### config.mk
export PLATFORM = sky130hd
export DESIGN_NAME = seg_xlate_top
export DESIGN_NICKNAME = d
export VERILOG_FILES = /design/src/rtl/seg_xlate_pkg.sv /design/src/rtl/seg_cache.sv /design/src/rtl/seg_desc_fetch.sv /design/src/rtl/seg_check.sv /design/src/rtl/seg_xlate_top.sv
export SDC_FILE = /design/constraint.sdc
export NUM_CORES = 1
export LEC_CHECK = 0
export BUFFER_PORTS_ARGS = -buffer_cell sky130_fd_sc_hd__buf_2
export CORE_MARGIN = 2
export CORE_UTILIZATION = 50
export DETAILED_ROUTE_END_ITERATION = 12
export PLACE_DENSITY = 0.69
export SLEW_MARGIN = 15
export SYNTH_ARGS = -nofsm -noshare
export SYNTH_HDL_FRONTEND = slang
export SYNTH_SLANG_ARGS = --single-unit
### constraint.sdc
create_clock -name clk -period 9.45 [get_ports clk]
set_clock_uncertainty 0.05 [all_clocks]
set_input_delay 0.945 -clock clk [delete_from_list [all_inputs] [get_ports clk]]
set_output_delay 0.945 -clock clk [all_outputs]
set_load 0.05 [all_outputs]
### src/rtl/seg_xlate_pkg.sv
package seg_xlate_pkg;

  typedef struct packed {
    logic [15:0] sel;
    logic [31:0] base;
    logic [19:0] lim;
    logic        gran;
    logic [1:0]  dpl;
    logic        pv;    // entry loaded in protected mode
    logic        nul;   // null selector held
  } seg_ent_t;

  function automatic logic [31:0] eff_limit(input logic [19:0] lim, input logic gran);
    return gran ? {lim, 12'hFFF} : {12'h000, lim};
  endfunction

  function automatic logic [20:0] real_lin(input logic [15:0] seg, input logic [15:0] off);
    return {1'b0, seg, 4'h0} + {5'h00, off};
  endfunction

  function automatic seg_ent_t unpack_desc(input logic [15:0] sel, input logic [31:0] lo,
                                           input logic [31:0] hi);
    seg_ent_t e;
    e.sel  = sel;
    e.base = {hi[31:24], hi[7:0], lo[31:16]};
    e.lim  = {hi[19:16], lo[15:0]};
    e.gran = hi[23];
    e.dpl  = hi[14:13];
    e.pv   = 1'b1;
    e.nul  = 1'b0;
    return e;
  endfunction

endpackage

### src/rtl/seg_cache.sv
module seg_cache
  import seg_xlate_pkg::*;
#(
  parameter int NSEG = 6,
  parameter int SW   = 3
) (
  input  logic          clk,
  input  logic          rst_n,
  input  logic          we,
  input  logic [SW-1:0] wr_idx,
  input  seg_ent_t      wr_ent,
  input  logic [SW-1:0] rd_a_idx,
  output seg_ent_t      rd_a,
  input  logic [SW-1:0] rd_b_idx,
  output seg_ent_t      rd_b
);
  seg_ent_t ent [NSEG];

  for (genvar i = 0; i < NSEG; i++) begin : g_ent
    seg_ent_t r;
    always_ff @(posedge clk or negedge rst_n) begin
      if (!rst_n) r <= '0;
      else if (we && wr_idx == SW'(i)) r <= wr_ent;
    end
    assign ent[i] = r;
  end

  assign rd_a = (32'(rd_a_idx) < NSEG) ? ent[rd_a_idx] : '0;
  assign rd_b = (32'(rd_b_idx) < NSEG) ? ent[rd_b_idx] : '0;
endmodule

### src/rtl/seg_desc_fetch.sv
module seg_desc_fetch (
  input  logic        clk,
  input  logic        rst_n,
  input  logic        start,
  input  logic [31:0] start_addr,
  input  logic        mem_ack,
  input  logic [31:0] mem_rdata,
  output logic        mem_rd,
  output logic [31:0] mem_addr,
  output logic        busy,
  output logic        done,
  output logic [31:0] lo_word
);
  typedef enum logic [1:0] {F_IDLE, F_LO, F_HI} fst_t;
  fst_t st;

  always_ff @(posedge clk or negedge rst_n) begin
    if (!rst_n) begin
      st <= F_IDLE;
      mem_addr <= '0;
      lo_word <= '0;
    end else begin
      case (st)
        F_IDLE: if (start) begin st <= F_LO; mem_addr <= start_addr; end
        F_LO:   if (mem_ack) begin lo_word <= mem_rdata; mem_addr <= mem_addr + 32'd4; st <= F_HI; end
        F_HI:   if (mem_ack) st <= F_IDLE;
        default: st <= F_IDLE;
      endcase
    end
  end

  assign busy   = (st != F_IDLE);
  assign mem_rd = busy;
  assign done   = (st == F_HI) && mem_ack;

  // an outstanding read keeps its request and address
  p_hold_req_r3: assert property (@(posedge clk) disable iff (!rst_n)
    (mem_rd && !mem_ack) |=> (mem_rd && $stable(mem_addr)));
  // a fetch is only started from idle
  p_start_idle_r10: assert property (@(posedge clk) disable iff (!rst_n)
    start |-> !busy);
endmodule

### src/rtl/seg_check.sv
module seg_check
  import seg_xlate_pkg::*;
(
  input  logic        prot,
  input  seg_ent_t    ent,
  input  logic [31:0] off,
  input  logic [31:0] disp,
  output logic [31:0] lin,
  output logic        f_null,
  output logic        f_priv,
  output logic        f_limit
);
  logic [31:0] o32;
  logic [15:0] o16;

  always_comb begin
    o32 = off + disp;
    o16 = off[15:0] + disp[15:0];
    lin = '0;
    f_null = 1'b0;
    f_priv = 1'b0;
    f_limit = 1'b0;
    if (!prot) lin = {11'h000, real_lin(ent.sel, o16)};
    else if (!ent.pv || ent.nul) f_null = 1'b1;
    else if (ent.sel[1:0] > ent.dpl) f_priv = 1'b1;
    else if (o32 > eff_limit(ent.lim, ent.gran)) f_limit = 1'b1;
    else lin = ent.base + o32;
  end
endmodule

### src/rtl/seg_xlate_top.sv
module seg_xlate_top
  import seg_xlate_pkg::*;
#(
  parameter  int NSEG = 6,
  localparam int SW   = (NSEG > 1) ? $clog2(NSEG) : 1
) (
  input  logic          clk,
  input  logic          rst_n,
  input  logic          prot_mode,
  input  logic [31:0]   gdt_base,
  input  logic [15:0]   gdt_limit,
  input  logic [31:0]   ldt_base,
  input  logic [15:0]   ldt_limit,
  input  logic          ld_valid,
  input  logic [SW-1:0] ld_seg,
  input  logic [15:0]   ld_sel,
  input  logic          xl_valid,
  input  logic [SW-1:0] xl_seg,
  input  logic [31:0]   xl_off,
  input  logic [31:0]   xl_disp,
  output logic          mem_rd,
  output logic [31:0]   mem_addr,
  input  logic          mem_ack,
  input  logic [31:0]   mem_rdata,
  output logic          busy,
  output logic          lin_valid,
  output logic [31:0]   lin_addr,
  output logic          flt_null,
  output logic          flt_tbl,
  output logic          flt_priv,
  output logic          flt_limit
);
  // named internal events
  logic        ld_go, xl_go, prot_ld;
  logic        ev_same, ev_nullsel, ev_overrun, ev_fetch, ev_tblflt, fetch_done;
  logic [12:0] ld_idx;
  logic        ld_ti;
  logic [15:0] tbl_lim;
  logic [31:0] tbl_base, lo_word;
  seg_ent_t    ent_x, ent_l, wr_ent;
  logic        we;
  logic [SW-1:0] wr_idx, pend_seg;
  logic [15:0] pend_sel;
  logic [31:0] c_lin;
  logic        c_null, c_priv, c_limit;

  assign ld_go      = ld_valid && !busy;
  assign xl_go      = xl_valid && !busy;
  assign ld_idx     = ld_sel[15:3];
  assign ld_ti      = ld_sel[2];
  assign tbl_lim    = ld_ti ? ldt_limit : gdt_limit;
  assign tbl_base   = ld_ti ? ldt_base : gdt_base;
  assign ev_same    = ent_l.pv && (ent_l.sel == ld_sel);
  assign ev_nullsel = (ld_idx == 13'd0) && !ld_ti;
  assign ev_overrun = {ld_idx, 3'b111} > tbl_lim;
  assign prot_ld    = ld_go && prot_mode && !ev_same;
  assign ev_fetch   = prot_ld && !ev_nullsel && !ev_overrun;
  assign ev_tblflt  = prot_ld && !ev_nullsel && ev_overrun;

  seg_cache #(.NSEG(NSEG), .SW(SW)) u_cache (
    .clk(clk), .rst_n(rst_n), .we(we), .wr_idx(wr_idx), .wr_ent(wr_ent),
    .rd_a_idx(xl_seg), .rd_a(ent_x), .rd_b_idx(ld_seg), .rd_b(ent_l)
  );

  seg_desc_fetch u_fetch (
    .clk(clk), .rst_n(rst_n), .start(ev_fetch),
    .start_addr(tbl_base + {16'h0000, ld_idx, 3'b000}),
    .mem_ack(mem_ack), .mem_rdata(mem_rdata), .mem_rd(mem_rd), .mem_addr(mem_addr),
    .busy(busy), .done(fetch_done), .lo_word(lo_word)
  );

  seg_check u_check (
    .prot(prot_mode), .ent(ent_x), .off(xl_off), .disp(xl_disp),
    .lin(c_lin), .f_null(c_null), .f_priv(c_priv), .f_limit(c_limit)
  );

  always_comb begin
    we = 1'b0;
    wr_idx = ld_seg;
    wr_ent = '0;
    if (fetch_done) begin
      we = 1'b1;
      wr_idx = pend_seg;
      wr_ent = unpack_desc(pend_sel, lo_word, mem_rdata);
    end else if (ld_go && !prot_mode) begin
      we = 1'b1;
      wr_ent.sel = ld_sel;
    end else if (prot_ld && ev_nullsel) begin
      we = 1'b1;
      wr_ent.sel = ld_sel;
      wr_ent.pv = 1'b1;
      wr_ent.nul = 1'b1;
    end
  end

  always_ff @(posedge clk or negedge rst_n) begin
    if (!rst_n) begin
      pend_seg <= '0;
      pend_sel <= '0;
      lin_valid <= 1'b0;
      lin_addr <= '0;
      flt_null <= 1'b0;
      flt_priv <= 1'b0;
      flt_limit <= 1'b0;
      flt_tbl <= 1'b0;
    end else begin
      if (ev_fetch) begin
        pend_seg <= ld_seg;
        pend_sel <= ld_sel;
      end
      lin_valid <= xl_go && !(c_null || c_priv || c_limit);
      lin_addr  <= xl_go ? c_lin : '0;
      flt_null  <= xl_go && c_null;
      flt_priv  <= xl_go && c_priv;
      flt_limit <= xl_go && c_limit;
      flt_tbl   <= ev_tblflt;
    end
  end

  // a result only follows a request
  p_result_has_req_r12: assert property (@(posedge clk) disable iff (!rst_n)
    (lin_valid || flt_null || flt_priv || flt_limit) |-> $past(xl_valid));
  // nothing is produced for requests offered while busy
  p_quiet_busy_r10: assert property (@(posedge clk) disable iff (!rst_n)
    $past(busy) |-> !(lin_valid || flt_null || flt_priv || flt_limit || flt_tbl));
  // a table overrun never starts a read
  p_tbl_no_read_r4: assert property (@(posedge clk) disable iff (!rst_n)
    flt_tbl |-> !mem_rd);
  // real mode is fault-free
  p_real_quiet_r1: assert property (@(posedge clk) disable iff (!rst_n)
    $past(!prot_mode) |-> !(flt_null || flt_priv || flt_limit || flt_tbl));
endmodule

==> reports/results.tsv, run 1 <==
stage	metric	value	unit
synthesis	synth_top_area_share	44.7	%
place	io_buffers	290	
timing	fin_crit_sh	69.1	%
synthesis	ys_warn_count	0	
synthesis	synth_flop_cell	dfrtp_1	
setup_path	critPathSlowestCell	nor2_2	
setup_path	ff2ff_setup_slack	4.68	ns
timing	hold_viol_final	0	
setup_path	start_kind	primary input	
run	maxCapViolCount	0	
setup_path	critPathKind	in -> reg	
clocking	cts_max_level	2	
setup_path	crit_path_frequent_cell	o21ai_0	
clocking	cts_buffers	59	
floorplan	die_x	254	um
final_layout	synthToLayoutAreaGrowth	13.1	%
clocking	cts_root_buf	clkbuf_16	
clocking	cts_resized	0	
clocking	cts_tree	yes	
setup_path	required	9.95	ns
setup_path	path_cells	buf_2 -> ha_1 -> fa_1 -> a21o_1 -> a21oi_1 -> nor4_1 -> nor2_1 -> a21oi_1 -> o21ai_0 -> o21ai_0 -> a211o_1 -> a311oi_1 -> xnor2_1 -> ha_1 -> nand4_1 -> nor3_1 -> nand4_1 -> or4_1 -> nor2b_1 -> o21ai_0 -> nand3_1 -> nor2_2 -> nand3_1 -> o22ai_1	
place	gp_congestion	0.910	
drt	drc	0	
clocking	cts_buffer_depth	3	
place	place_inst	4250	
timing	worst_pin_slew	1.22	ns
pwr	power_per_cell_area	225	nW/um^2
place	dp_hpwl	61500	um
final_layout	fin_cells	4359	
setup_path	crit_path_max_incr_delay	0.71	ns
drt	drtPass1Iterations	5	
timing	rsz0062_at_grt	no	
synthesis	ys_seq_area_share	44.7	%
setup_path	worstPathArrival	7.03	ns
floorplan	die-area	64700	sq um
clocking	clk_latency	0.64	ns
setup_path	end_kind	flop	
synthesis	synth_commonest_cells	nand2_1, dfrtp_1, o21ai_0	
clocking	post-cts-setup-buffers	0	
synthesis	avgSynthCellArea	9.59	sq um
drt	vias	25500	
setup_path	r2r_end	lin_addr[31]	
timing	fmax	153	MHz
pwr	power_switching	2.79	mW
final_layout	multi_input_area	16300	sq um
synthesis	syn_area	31400	sq um
worst_hold_path	holdCritPathClass	in -> async	
pwr	clkPwrFrac	31.2	%
timing	finalSetupViolations	0	
pwr	p_int	5.20	mW
synthesis	synth.largest_area_cell	dfrtp_1	
setup_path	cp_max_fo	16	
pwr	switching_share	34.9	%
final_layout	drive_gt1_share	17.4	%
grt	antenna_found_initial	6	
floorplan	start_util	50.7	%
final_layout	seqCellArea	14000	sq um
floorplan	rows	91	
synthesis	syn_nets	3630	
grt	grt_first_pass_wirelength	142000	um
synthesis	syn_inst	3271	
drt	post_drt_wl_per_cell	21.0	um
grt	grt_max_degree	121	
pwr	irDropWorstVdd	165	uV
outcome	status	finished clean	
timing	final_max_slew_viol_count	0	
timing	maxSlewHeadroom	18.9	%
synthesis	synth_area_leaders	dfrtp_1, o21ai_0, nand2_1	
pwr	power_frac_comb	28.5	%
grt	grt_pass1_vias	24500	
final_layout	nNetsFinal	3833	
pwr	p_leak	16.1	nW
final_layout	post-route-util	57.4	%
synthesis	synth.most_common_cell	nand2_1	
timing	whs	0.322	ns
grt	track_usage	28.4	%
clocking	cts_hold_repair.buffers	0	
final_layout	fillCellCount	5393	
synthesis	synthArstFlopShare	100	%
setup_path	rr_startpoint	u_cache.ent[26]	
drt	drt-total-wl	91600	um
timing	finalCriticalPeriod	6.53	ns
setup_path	cp_top_family	simple AND/OR/NAND/NOR gates	
floorplan	die_y	254	um
pwr	seqPwrFrac	40.3	%
drt	ant_nets	0	
floorplan	io_pins	291	
timing	setup_tns	0	ns
drt	drtIter0Drc	2403	
clocking	clkTransAtPathRegs	0.06	ns
synthesis	synth.distinct_cells	81	
setup_path	path_buf_inv	1	
setup_path	r2r_cells	14	
drt	drt-vias-per-instance	5.86	
synthesis	synth_edf_count	0	
synthesis	ys_ff_latch	560	
clocking	numClockSinks	560	
grt	gr-total-overflow	0	
floorplan	core	61800	sq um
==> worst max-delay path by stage <==
| stage | from | endpoint | depth (start not counted) |
|---|---|---|---|
| floorplan | xl_off[0] | lin_addr[5] | 24 |
| global placement | xl_off[0] | lin_addr[19] | 24 |
| detailed placement | xl_off[0] | lin_addr[19] | 24 |
| CTS | xl_off[0] | lin_addr[19] | 24 |
| global route | xl_off[0] | lin_addr[19] | 24 |
| finish | xl_off[0] | lin_addr[19] | 24 |
==> routing by layer <==
metal	routed length, um	GRT usage, %	share of wire (%)
met4	2890	9.36	3.2
met1	40000	39.8	44
met2	42400	45.0	46
met5	35	0	0.038
met3	6310	4.69	6.9
==> placed cells by master (no fill, tap or decap), drive strengths merged, types with 6 or more instances in the layout <==
master    n
o21ai   586
inv      51
nor4     12
buf     336
and3     10
dfrtp   560
xor2     39
a31oi    22
mux2     66
bufinv    9
nor2    121
o21bai   11
a211oi    8
a21o     41
o21a     13
o22ai    15
nand3    47
a21oi   142
o31ai     9
and3b     6
and2     19
o211ai   12
xnor2    73
nor2b    19
mux2i   129
nand4    19
clkbuf   81
mux4     86
nor3     27
clkinv   11
or3       7
nand2b   14
nand2   678
ha      135
a22oi    20
==> kinds of logic (layout without fill, tap and decap cells) <==
group / after synthesis / in the layout / share of synthesized area, %
flops: 560 / 560 / 44.7
fa+ha+maj: 139 / 139 / 5.64
xor+xnor: 112 / 112 / 3.13
simple gates: 1001 / 1001 / 13.4
buf+inv: 243 / 493 / 3.54
compound gates: 935 / 935 / 16.9
mux: 281 / 281 / 12.7
other cells: 0 / 1 / 0
==> sequential cells by signal, indices dropped and copies added (netlist names) <==
signal,count
flt_null,1
lin_addr,32
u_fetch.st,2
lin_valid,1
pend_sel,16
u_fetch.lo_word,32
flt_limit,1
flt_priv,1
u_fetch.mem_addr,32
u_cache.ent,438
pend_seg,3
flt_tbl,1
==> area by class of cell <==
class                   instances  area share, %
flip-flops and latches        560           39.5
multi-input cells            2468           46.0
repair buffers                336           5.23
inverters                      49          0.518
clock inverters                27           1.10
diodes                          1        0.00705
clock buffers                  81           4.74
well taps                     837           2.95
==> stage by stage <==
step	worst slack, ns	total power [mW]	instance area [sq um]
floorplan	3.71	4.79	31400
global placement	2.22	5.46	33400
detailed placement	2.06	5.50	33400
CTS	2.72	8.00	35500
global route	2.49	8.39	35500
finish	2.92	7.98	35500
==> power by group through the flow <==
| stage | registers (mW) | logic (mW) | clock network, mW |
|---|---|---|---|
| floorplan | 3.42 | 1.37 | 0 |
| global placement | 3.24 | 2.22 | 0 |
| detailed placement | 3.25 | 2.26 | 0 |
| CTS | 3.21 | 2.27 | 2.52 |
| global route | 3.27 | 2.50 | 2.62 |
| finish | 3.22 | 2.27 | 2.49 |
Note: power is estimated with default switching activity, not from simulation.
==> inputs of run 2 (changes only) <==
PLACE_DENSITY = 0.72   (was 0.69)
clock period = 6 ns   (was 9.45 ns; I/O delays follow)
==> run 2 against run 1 <==
First-iteration DRC count down 15%. Die area did not move. Combinational power increased by 61%. Non-clock buffer count rose by 22. Routed wire length up 0.11%. Hold slack got worse by 0.19 ns. Sequential share of layout area decreased by 0.34 points. Register-to-register slack worse by 3.2 ns. Critical path type unchanged. Critical endpoint is now lin_addr[16].
==> reports/results.tsv, run 2 (synthesis gave the netlist of run 1 again) <==
stage	metric	value	unit	change
final_layout	layout_commonest_cell	nand2_1		
clocking	cts_max_level	2		unchanged
clocking	numClockSinks	560		unchanged
floorplan	rows	91		unchanged
worst_hold_path	holdCritPathClass	in -> reg		
clocking	clk_latency	0.65	ns	about the same
drt	drc	0		unchanged
pwr	irDropWorstVdd	275	uV	+67%
floorplan	start_util	50.7	%	unchanged
grt	gr-total-overflow	0		unchanged
setup_path	cp_max_fo	12		-4
timing	final_max_slew_viol_count	0		unchanged
timing	rsz0062_at_grt	no		
clocking	cts_buffers	59		unchanged
final_layout	synthToLayoutAreaGrowth	14.1	%	
drt	post_drt_wl_per_cell	20.9	um	-0.41%
timing	finalSetupViolations	0		unchanged
timing	finalCriticalPeriod	5.36	ns	
floorplan	die_x	254	um	unchanged
final_layout	post-route-util	57.9	%	+0.50 points
grt	grt_first_pass_wirelength	143000	um	+0.82%
pwr	p_leak	16.2	nW	+1.1%
clocking	cts_resized	0		unchanged
grt	grt_pass1_vias	25400		+3.5%
grt	track_usage	28.5	%	+0.11 points
place	gp_congestion	0.945		+3.8%
drt	drt-total-wl	91700	um	+0.11%
clocking	cts_root_buf	clkbuf_16		
final_layout	fin_area	35800	sq um	+0.88%
place	dp_hpwl	63700	um	+3.6%
clocking	cts_buffer_depth	3		unchanged
grt	grt_max_degree	148		+22%
clocking	cts_tree	yes		
drt	vias	25900		+1.6%
timing	fin_crit_sh	89.3	%	
final_layout	nNetsFinal	3855		+0.57%
setup_path	worstPathArrival	5.85	ns	-1.18 ns
place	io_buffers	290		unchanged
run	maxCapViolCount	0		unchanged
floorplan	core	61800	sq um	unchanged
floorplan	die_y	254	um	unchanged
final_layout	fin_cells	4382		+0.53%
place	place_inst	4271		+0.49%
final_layout	layout_common_cells	nand2_1, dfrtp_1, o21ai_0		
timing	setup_tns	0	ns	unchanged
final_layout	largest_reg_flops	438		unchanged
setup_path	ff2ff_setup_slack	1.44	ns	-3.24 ns
clocking	cts_hold_repair.buffers	1		+1
drt	drtIter0Drc	2051		-15%
timing	fmax	187	MHz	
setup_path	start_kind	primary input		
setup_path	critPathKind	in -> reg		
grt	antenna_found_initial	4		-2
place	placed_cell_area	33800	sq um	+1.1%
timing	maxSlewHeadroom	18.9	%	-0.059 points
setup_path	required	6.50	ns	-3.45 ns
pwr	power_per_cell_area	349	nW/um^2	+55%
timing	worst_pin_slew	1.22	ns	+0.000890 ns
drt	drt-vias-per-instance	5.92		+1.0%
drt	drtPass1Iterations	5		unchanged
outcome	status	finished clean		
drt	ant_nets	0		unchanged
clocking	clkTransAtPathRegs	0.07	ns	about the same
floorplan	io_pins	291		unchanged
final_layout	drive_gt1_share	17.7	%	+0.38 points
clocking	post-cts-setup-buffers	0		unchanged
floorplan	die-area	64700	sq um	unchanged
setup_path	end_kind	flop		
timing	hold_viol_final	0		unchanged
==> run 2: metal layers <==
layer	track usage, %	vias up	share of wire, %
met5	0	-	0.013
met1	39.0	12700	42
met2	46.3	979	47
li1	-	12100	-
met3	4.88	178	7.5
met4	9.09	2	3.2
==> run 2: path summary, 6_finish.rpt <==
path | from | endpoint | cells after the start
max | xl_off[0] | lin_addr[16] | 26
min | mem_rdata[8] | u_fetch.lo_word[8] | 2
max reg2reg | u_cache.ent[27] | lin_addr[30] | 14
min reg2reg | u_fetch.mem_addr[0] | u_fetch.mem_addr[0] | 2
max in group asynchronous | rst_n | lin_addr[27] | 3
min in group asynchronous | rst_n | u_cache.ent[122] | 2
==> run 2: stage by stage <==
step	power (mW)	hold WS [ns]	setup slack (ns)
finish	12.5	0.137	0.642
detailed placement	8.71	0.415	0.0474
CTS	12.5	0.105	0.737
floorplan	7.54	0.254	0.607
global placement	8.61	0.407	0.154
global route	13.1	0.119	0.197
==> run 2: report_power, final <==
group	internal [mW]	total, mW	switching [mW]
combinational	1.38	3.66	2.28
sequential	4.51	5.06	0.552
clock	2.20	3.78	1.59
==> run 2: cell type report <==
class,count,area [sq um]
clock buffer,88,1760
timing repair buffer,358,2240
antenna,3,7.51
tap,837,1050
multi-input combinational,2468,16300
clock inverter,19,253
fill,5421,26000
sequential,560,14000
inverter,49,184
==> run 2: worst max-delay path: stages <==
cell and delay (ns):
buf_2 0.10, ha_1 0.23, fa_1 0.41, a21o_1 0.17
a21oi_1 0.14, buf_4 0.15, nor4_1 0.06, nor2_1 0.17
a21oi_1 0.15, o21ai_0 0.18, o21ai_0 0.17, a211o_1 0.34
a311oi_1 0.34, xnor2_1 0.15, ha_1 0.31, nand4_1 0.13
nor3_1 0.31, nand4_1 0.16, or4_1 0.45, nor2b_1 0.15
o21ai_0 0.07, nand3_1 0.20, nor2_1 0.19, buf_4 0.21
nand2b_1 0.08, a211oi_1 0.24
